## config.mk

```make
export PLATFORM = sky130hd
export DESIGN_NAME = dual_stage_watchdog
export DESIGN_NICKNAME = d
export VERILOG_FILES = /design/src/rtl/wdt_pkg.sv /design/src/rtl/wdt_arm.sv /design/src/rtl/wdt_down_counter.sv /design/src/rtl/wdt_flag_pair.sv /design/src/rtl/dual_stage_watchdog.sv
export SDC_FILE = /design/constraint.sdc
export NUM_CORES = 1
export LEC_CHECK = 0
export ABC_AREA = 1
export ABC_CLOCK_PERIOD_IN_PS = 2400
export BUFFER_PORTS_ARGS = -buffer_cell sky130_fd_sc_hd__buf_2
export CORE_MARGIN = 3
export CORE_UTILIZATION = 40
export DETAILED_ROUTE_END_ITERATION = 6
export PLACE_DENSITY_LB_ADDON = 0.12
export SYNTH_ARGS = -nofsm -noshare
export SYNTH_HDL_FRONTEND = slang
export SYNTH_SLANG_ARGS = --single-unit
```

## constraint.sdc

```tcl
create_clock -name clk -period 2.4 [get_ports clk]
set_input_delay 0.24 -clock clk [delete_from_list [all_inputs] [get_ports clk]]
set_output_delay 0.24 -clock clk [all_outputs]
set_load 0.01 [all_outputs]
```

## src/rtl/wdt_pkg.sv

```systemverilog
package wdt_pkg;
   typedef struct packed {
      logic stage2;
      logic stage1;
   } wdt_flags_t;

   localparam int unsigned WDT_MIN_W = 2;
   localparam int unsigned WDT_MAX_W = 32;
endpackage

```

## src/rtl/wdt_arm.sv

```systemverilog
module wdt_arm (
   input  logic clk,
   input  logic rst_n,
   input  logic start_i,
   output logic armed_o
);
   always_ff @(posedge clk or negedge rst_n) begin
      if (!rst_n)       armed_o <= 1'b0;
      else if (start_i) armed_o <= 1'b1;
   end
endmodule

```

## src/rtl/wdt_down_counter.sv

```systemverilog
module wdt_down_counter #(
   parameter int unsigned W = 14
) (
   input  logic         clk,
   input  logic         rst_n,
   input  logic         run_i,
   input  logic         tick_i,
   input  logic         reload_i,
   output logic [W-1:0] cnt_o,
   output logic         underflow_o
);
   localparam logic [W-1:0] ALL_ONES = {W{1'b1}};
   localparam logic [W-1:0] ONE      = {{(W-1){1'b0}}, 1'b1};

   logic step;
   assign step        = run_i && tick_i && !reload_i;
   assign underflow_o = step && (cnt_o == '0);

   always_ff @(posedge clk or negedge rst_n) begin
      if (!rst_n)           cnt_o <= ALL_ONES;
      else if (reload_i)    cnt_o <= ALL_ONES;
      else if (underflow_o) cnt_o <= ALL_ONES;
      else if (step)        cnt_o <= cnt_o - ONE;
   end
endmodule

```

## src/rtl/wdt_flag_pair.sv

```systemverilog
module wdt_flag_pair
   import wdt_pkg::*;
(
   input  logic       clk,
   input  logic       rst_n,
   input  logic       underflow_i,
   input  logic       service_i,
   output wdt_flags_t flags_o
);
   wdt_flags_t nxt;

   always_comb begin
      nxt = flags_o;
      if (flags_o.stage2) begin
         nxt = '0;
      end else if (service_i) begin
         nxt.stage1 = 1'b0;
      end else if (underflow_i) begin
         if (flags_o.stage1) nxt.stage2 = 1'b1;
         else                nxt.stage1 = 1'b1;
      end
   end

   always_ff @(posedge clk or negedge rst_n) begin
      if (!rst_n) flags_o <= '0;
      else        flags_o <= nxt;
   end
endmodule

```

## src/rtl/dual_stage_watchdog.sv

```systemverilog
module dual_stage_watchdog
   import wdt_pkg::*;
#(
   parameter int unsigned CNT_W = 14
) (
   input  logic clk,
   input  logic rst_n,
   input  logic tick_i,
   input  logic start_i,
   input  logic service_i,
   output logic reset_req_o,
   output logic flag1_o,
   output logic flag2_o
);
   generate
      if (CNT_W < WDT_MIN_W || CNT_W > WDT_MAX_W) begin : g_bad_width
         $error("dual_stage_watchdog: CNT_W out of range");
      end
   endgenerate

   logic             en_q;
   logic [CNT_W-1:0] cnt_q;
   logic             uf;
   wdt_flags_t       flags;

   wdt_arm u_arm (
      .clk     (clk),
      .rst_n   (rst_n),
      .start_i (start_i),
      .armed_o (en_q)
   );

   wdt_down_counter #(.W(CNT_W)) u_cnt (
      .clk         (clk),
      .rst_n       (rst_n),
      .run_i       (en_q),
      .tick_i      (tick_i),
      .reload_i    (flags.stage2),
      .cnt_o       (cnt_q),
      .underflow_o (uf)
   );

   wdt_flag_pair u_flags (
      .clk         (clk),
      .rst_n       (rst_n),
      .underflow_i (uf),
      .service_i   (service_i),
      .flags_o     (flags)
   );

   assign flag1_o     = flags.stage1;
   assign flag2_o     = flags.stage2;
   assign reset_req_o = flags.stage2;
endmodule

```

==> summary.md, run 1 <==
| Metric | Value |
|---|---|
| Status | completed |
| Worst slew pin tran | 416 ps |
| Die Ht | 57.9 microns |
| Layout cell share with drive strength beyond 1 | 0.362 |
| Max-Cap Viols | 0 |
| Max stage delay cell, worst path | dfstp_2 |
| Post-Route WL | 2010 microns |
| First-pass detailed-route iteration total | 4 |
| FILL cells | 252 |
| Syn nets | 139 |
| DRT iter0 DRCs | 22 |
| Post-CTS Setup Repair Bufs | 0 |
| Ports | 8 |
| Maximum clock frequency | a little over 600 MHz |
| WHS Path Cells | 2 |
| Antenna viol nets, final | 0 |
| Reg clk slew, reported paths | around 100 ps |
| Drc violations | 0 |
| LEAKAGE | approximately 0.53 nW |
| Initial antenna violation count | 0 |
| Worst slack at placement | 791 ps |
| Total clock sinks | 17 |
| Number of global-route vias before repair | between 700 and 800 |
| Crit-path max FO | 11 |
| HP Class | input port to flop |
| Post-Syn Area | about 0.0011 sq mm |
| Commonest non-fill, non-tap cell in the layout | nand2_1 |
| H-tree depth | 1 |
| Reg2reg path depth | 10 |
| Peak VDD IR | 0.416 mV |
| Clock Latency Late Sink | 300 ps |
| R2r setup slk | 790 ps |
| Cells after Synth | 132 |
| Reg2reg end | u_cnt.cnt_o[7] |
| Hold Path End | u_arm.armed_o |
| Area Overhead vs Synth | 7.33% |
| GPL Wtd Cong | 0.795 |
| Routed len/inst | 11.8 microns |
| CP peak stage delay | 540 ps |
| Register area | 443 sq um |
| Worst-path cell chain | inv_1, ha_1, inv_1, nor2_1, nand2_1, nor2_4, nand2_4, nand2_4, inv_2, o21ai_1 |
| Final core utilization | 0.458 |
| CP arrival | 1830 ps |
| Final Max Slew Viols | 0 |
| Fin Setup TNS | 0 ps |
| Root Driver | clkbuf_4 |
| Tot Pwr | 0.000824 W |
| Port buffer count | 7 |
| Die Span X | a little under 60 microns |
| Worst setup SP type | flop |
| Leading cell types in the layout, fill and taps excluded | 32 x nand2_1, 17 x nor2_1, 14 x dfstp_2, 12 x inv_1, 10 x nand3_2 |
| Vias per cell | 4.80 |
| Mapped Avg Cell Area | 8.15 sq um |
| Worst EP required | 2620 ps |
| N_diodes | 0 |
| Largest net degree at the start of global routing | 18 |
| Starting Density | 0.427 |
| Unrepaired setup endpoints after global routing | false |
| Final nets | 149 |
| GRT Total Usage | 0.138 |
| Worst reg2reg path startpoint | u_cnt.cnt_o[0] |
| Tcrit/Tclk final | 0.672 |
| CTS max path bufs | 2 |
| Min-delay src | start_i |
| CTS tree | built |
| Final worst setup slack | 788 ps |
| Min Hold Slack | 122 ps |
| Relative slew slack | 0.723 |
| First-pass GRT wire length | 3480 microns |
| Nature of the critical path endpoint | flop |
| Setup CP Type | flop to flop |
| Yosys warns | 0 |
| Synth Register Bits | 17 |
| Final period demand of the worst path | ~1600 ps |
| Vias | 821 |
| DP Wirelength | 1500 microns |
| Cell variety after synth | 25 |
| Core area | ~0.0025 sq mm |
| Die area | 0.00335 sq mm |
| Multi-input logic area | 547 sq um |
| Final setup fails | 0 |
| Endpoints failing hold | 0 |
| Number of CTS-inserted buffers | 3 |
| Clock Skew | 2.30 ps |
| Power per cell area | 713 mW/mm^2 |
| Total congestion overflow | 0 |
| Rows | 18 |
| Sequential area share after synthesis | 0.412 |
## registers in the layout, indices dropped and copies added, names as in the netlist
name             count
u_arm.armed_o        1
u_flags.flags_o      2
u_cnt.cnt_o         14
## worst max-delay path by stage
stage                          end            from  slack (ps)  cells past startpoint
finish              u_cnt.cnt_o[7]  u_cnt.cnt_o[0]         790                     10
global route        u_cnt.cnt_o[9]  u_cnt.cnt_o[0]         680                     10
CTS                 u_cnt.cnt_o[7]  u_cnt.cnt_o[0]         770                     10
floorplan           u_cnt.cnt_o[8]  u_cnt.cnt_o[0]         950                     11
global placement    u_cnt.cnt_o[7]  u_cnt.cnt_o[0]         820                     10
detailed placement  u_cnt.cnt_o[7]  u_cnt.cnt_o[0]         790                     10
## where the power goes
| part | switching (W) | total (W) | internal [W] | leakage, nW |
|---|---|---|---|---|
| sequential | 0.0000572 | 0.000436 | 0.000378 | 0.184 |
| combinational | 0.000138 | 0.000227 | 0.0000890 | 0.331 |
| clock | 0.0000963 | 0.000161 | 0.0000648 | 0.0150 |
## per-stage QoR
step                std cells  area [sq um]
floorplan                 132          1080
global placement          166          1120
detailed placement        166          1120
CTS                       171          1150
global route              171          1150
finish                    171          1150
## layer usage
layer / up-vias / track usage / wire [microns]
met4: 0 / 0.0894 / 57
li1: 436 / - / -
met3: 5 / 0.0200 / 71
met2: 14 / 0.203 / 835
met5: - / 0 / 0
met1: 366 / 0.189 / 1050
## layout make-up
cell class,count,share of cell area
inverter,15,0.0488
multi-input combinational,97,0.473
tap,30,0.0325
timing repair buffer,8,0.0390
clock buffer,4,0.0228
sequential,17,0.384
## logic make-up after synthesis
group,Yosys count,synth area share
adders and majority gates,2,0.0233
xor gates and xnor gates,1,0.00814
buffers and inverters,18,0.0802
and+or+nand+nor,91,0.462
DFF,17,0.412
AOI/OAI and AO/OA,3,0.0151
## repair_timing
item / CTS / global route
hold buffers: 1 / 0
resized for setup: 0 / 0
endpoints found under the hold margin: 3 / 0
## worst max-delay path, delay by kind of cell, from the launching register on
family | cells | cell delay [ps]
compound gates | 1 | 110
fa+ha+maj | 1 | 210
buf+inv | 3 | 370
simple gates | 5 | 290
flops | 1 | 540
## Yosys cell counts
| cell | n | area (sq um) |
|---|---|---|
| and2_1 | 1 | 6.26 |
| buf_4 | 1 | 7.51 |
| buf_6 | 2 | 22.5 |
| dfrtp_1 | 3 | 75.1 |
| dfstp_2 | 14 | 368 |
| ha_1 | 2 | 25.0 |
| inv_1 | 12 | 45.0 |
| inv_2 | 3 | 11.3 |
| nand2_1 | 32 | 120 |
| nand2_2 | 3 | 18.8 |
| nand2_4 | 2 | 22.5 |
| nand3_1 | 9 | 45.0 |
| nand3_2 | 10 | 100 |
| nand3b_1 | 4 | 30.0 |
| nand4_1 | 2 | 12.5 |
| nor2_1 | 17 | 63.8 |
| nor2_2 | 6 | 37.5 |
| nor2_4 | 2 | 22.5 |
| nor3_1 | 1 | 5.00 |
| o21ai_0 | 1 | 5.00 |
| o21ai_1 | 1 | 5.00 |
| o22ai_1 | 1 | 6.26 |
| or2_1 | 1 | 6.26 |
| or2_2 | 1 | 6.26 |
| xnor2_1 | 1 | 8.76 |
Power figures use the tool's default switching activity.
==> run 2, diff against run 1 <==
Settings changed: ABC_CLOCK_PERIOD_IN_PS 2400 to 1300.
Clock period 2.4 ns to 1.3 ns, I/O delays scaled along.
==> summary.md, run 2 (synthesis results as in run 1) <==
| Metric | Value |
|---|---|
| Number of global-route vias before repair | between 900 and 1000 |
| DP Wirelength | 1700 microns |
| Total clock sinks | 17 |
| Worst-path cell chain | inv_4, ha_4, inv_2, nor2_1, nand2_1, nor2_4, nand2_4, buf_6, nand3b_1, nand2_1, inv_1 |
| Vias | between 900 and 1000 |
| Crit-path max FO | 5 |
| Design area | about 0.0013 sq mm |
| Final period demand of the worst path | 1380 ps |
| Post-Route WL | 2210 microns |
| GPL Wtd Cong | 0.906 |
| Final core utilization | 0.525 |
| Max stage delay cell, worst path | dfstp_2 |
| Worst slack at placement | -196 ps |
| H-tree depth | 1 |
| Final worst setup slack | -82.5 ps |
| Worst EP required | 1550 ps |
| FILL cells | 244 |
| CTS tree | built |
| Status | finished with violations |
| Rows | 18 |
| Failing checks | negative setup slack |
| Ports | 8 |
| Total congestion overflow | 0 |
| Routed len/inst | about 12 microns |
| Unrepaired setup endpoints after global routing | true |
| CTS max path bufs | 2 |
| LEAKAGE | 0.613 nW |
| Cell repeated most along the worst path | nand2_1 |
| Number of CTS-inserted buffers | 3 |
| HP Class | input port to flop |
| Clock Latency Late Sink | 290 ps |
| Peak VDD IR | 0.943 mV |
| Commonest non-fill, non-tap cell in the layout | nand2_1 |
| Initial antenna violation count | 0 |
| First-pass GRT wire length | 3990 microns |
| N_diodes | 0 |
| CP peak stage delay | 570 ps |
| Final non-filler cell total | 185 |
| Setup CP Type | flop to flop |
| Die Span X | ~58 microns |
| Max reg flops | 14 |
| Starting Density | 0.427 |
| DRT iter0 DRCs | 38 |
| Final Max Slew Viols | 0 |
| Port buffer count | 7 |
| Final setup fails | 15 |
| Layout cell share with drive strength beyond 1 | 0.490 |
| Power per cell area | 1260 mW/mm^2 |
| Area Overhead vs Synth | 23.0% |
| Final nets | 163 |
| Register area | ~440 sq um |
| Vias per cell | 4.94 |
| Endpoints failing hold | 0 |
| Worst Path Buf+Inv | 4 |
| Core area | 0.00252 sq mm |
| Max-Cap Viols | 0 |
| Placed Area | 0.00123 sq mm |
| Die Ht | 57.9 microns |
| Leading cell types in the layout, fill and taps excluded | 31 x nand2_1, 15 x nor2_1, 14 x dfstp_2, 12 x nand3_2, 12 x buf_4 |
| Clock Skew | 6.95 ps |
| Drc violations | 0 |
| Reg clk slew, reported paths | between 100 and 150 ps |
| Worst slew pin tran | ~380 ps |
| CP arrival | 1630 ps |
| Placed cell count | 179 |
| Relative slew slack | 0.746 |
| GRT Total Usage | 0.155 |
| Root Driver | clkbuf_4 |
| Nature of the critical path endpoint | flop |
| Worst setup SP type | flop |
| Maximum clock frequency | roughly 720 MHz |
| First-pass detailed-route iteration total | 4 |
| Top reg by flops | u_cnt.cnt_o |
| Crit path max-delay family | flip-flops |
| Largest net degree at the start of global routing | 18 |
| Tcrit/Tclk final | 1.06 |
| Largest regs | u_cnt.cnt_o (14), u_flags.flags_o (2), u_arm.armed_o (1) |
| Multi-input logic area | 596 sq um |
| Antenna viol nets, final | 0 |
| Die area | 0.00335 sq mm |
| Min Hold Slack | 16.1 ps |
run 2: stage by stage:
step                setup TNS (ps)  power (W)
global placement             -1870    0.00132
detailed placement           -2240    0.00133
floorplan                     -791    0.00116
CTS                          -1040    0.00167
global route                 -2220    0.00178
finish                        -819    0.00166
run 2: worst paths after layout:
path	from	to	slack, ps	depth (start not counted)
setup / recovery	u_cnt.cnt_o[0]	u_cnt.cnt_o[1]	-80	11
max in group asynchronous	rst_n	u_cnt.cnt_o[11]	710	2
hold reg to reg	u_arm.armed_o	u_arm.armed_o	480	1
hold / removal	start_i	u_arm.armed_o	20	2
setup reg to reg	u_cnt.cnt_o[0]	u_cnt.cnt_o[1]	-80	11
min in group asynchronous	rst_n	u_flags.flags_o[1]	270	2
run 2: repair_timing:
| action | 4_1_cts | 5_1_grt |
|---|---|---|
| gates resized for setup | 11 | 1 |
| buffers inserted | 1 | 0 |
| hold buffers | 1 | 0 |
| hold endpoints to repair | 3 | 0 |
| setup endpoints to repair | 15 | 16 |
| pin swaps | 7 | 1 |
run 2: cell type report:
class,instances,area share
clock buffers,4,0.0198
inverters,15,0.0482
multi-input cells,97,0.450
flip-flops and latches,17,0.335
well taps,30,0.0284
repair buffers,22,0.119
run 2: power breakdown:
part	switching [W]	leakage (nW)	internal (W)	total (W)
registers	0.000108	0.184	0.000699	0.000807
clock network	0.000183	0.0150	0.000119	0.000302
logic	0.000301	0.414	0.000252	0.000553
run 2: metal layers:
| layer | wire length, microns | vias to the layer above | track usage |
|---|---|---|---|
| li1 | - | 463 | - |
| met1 | 1100 | 427 | 0.216 |
| met2 | 962 | 20 | 0.239 |
| met3 | 120 | 4 | 0.0334 |
| met4 | 30 | 0 | 0.0497 |
| met5 | 0 | - | 0 |
run 2: worst reg2reg max path, stage by stage, from the launching register on:
cell and delay [ps]:
dfstp_2 570, inv_4 50, ha_4 150, inv_2 30
nor2_1 30, nand2_1 90, nor2_4 40, nand2_4 70
buf_6 120, nand3b_1 90, nand2_1 70, inv_1 40
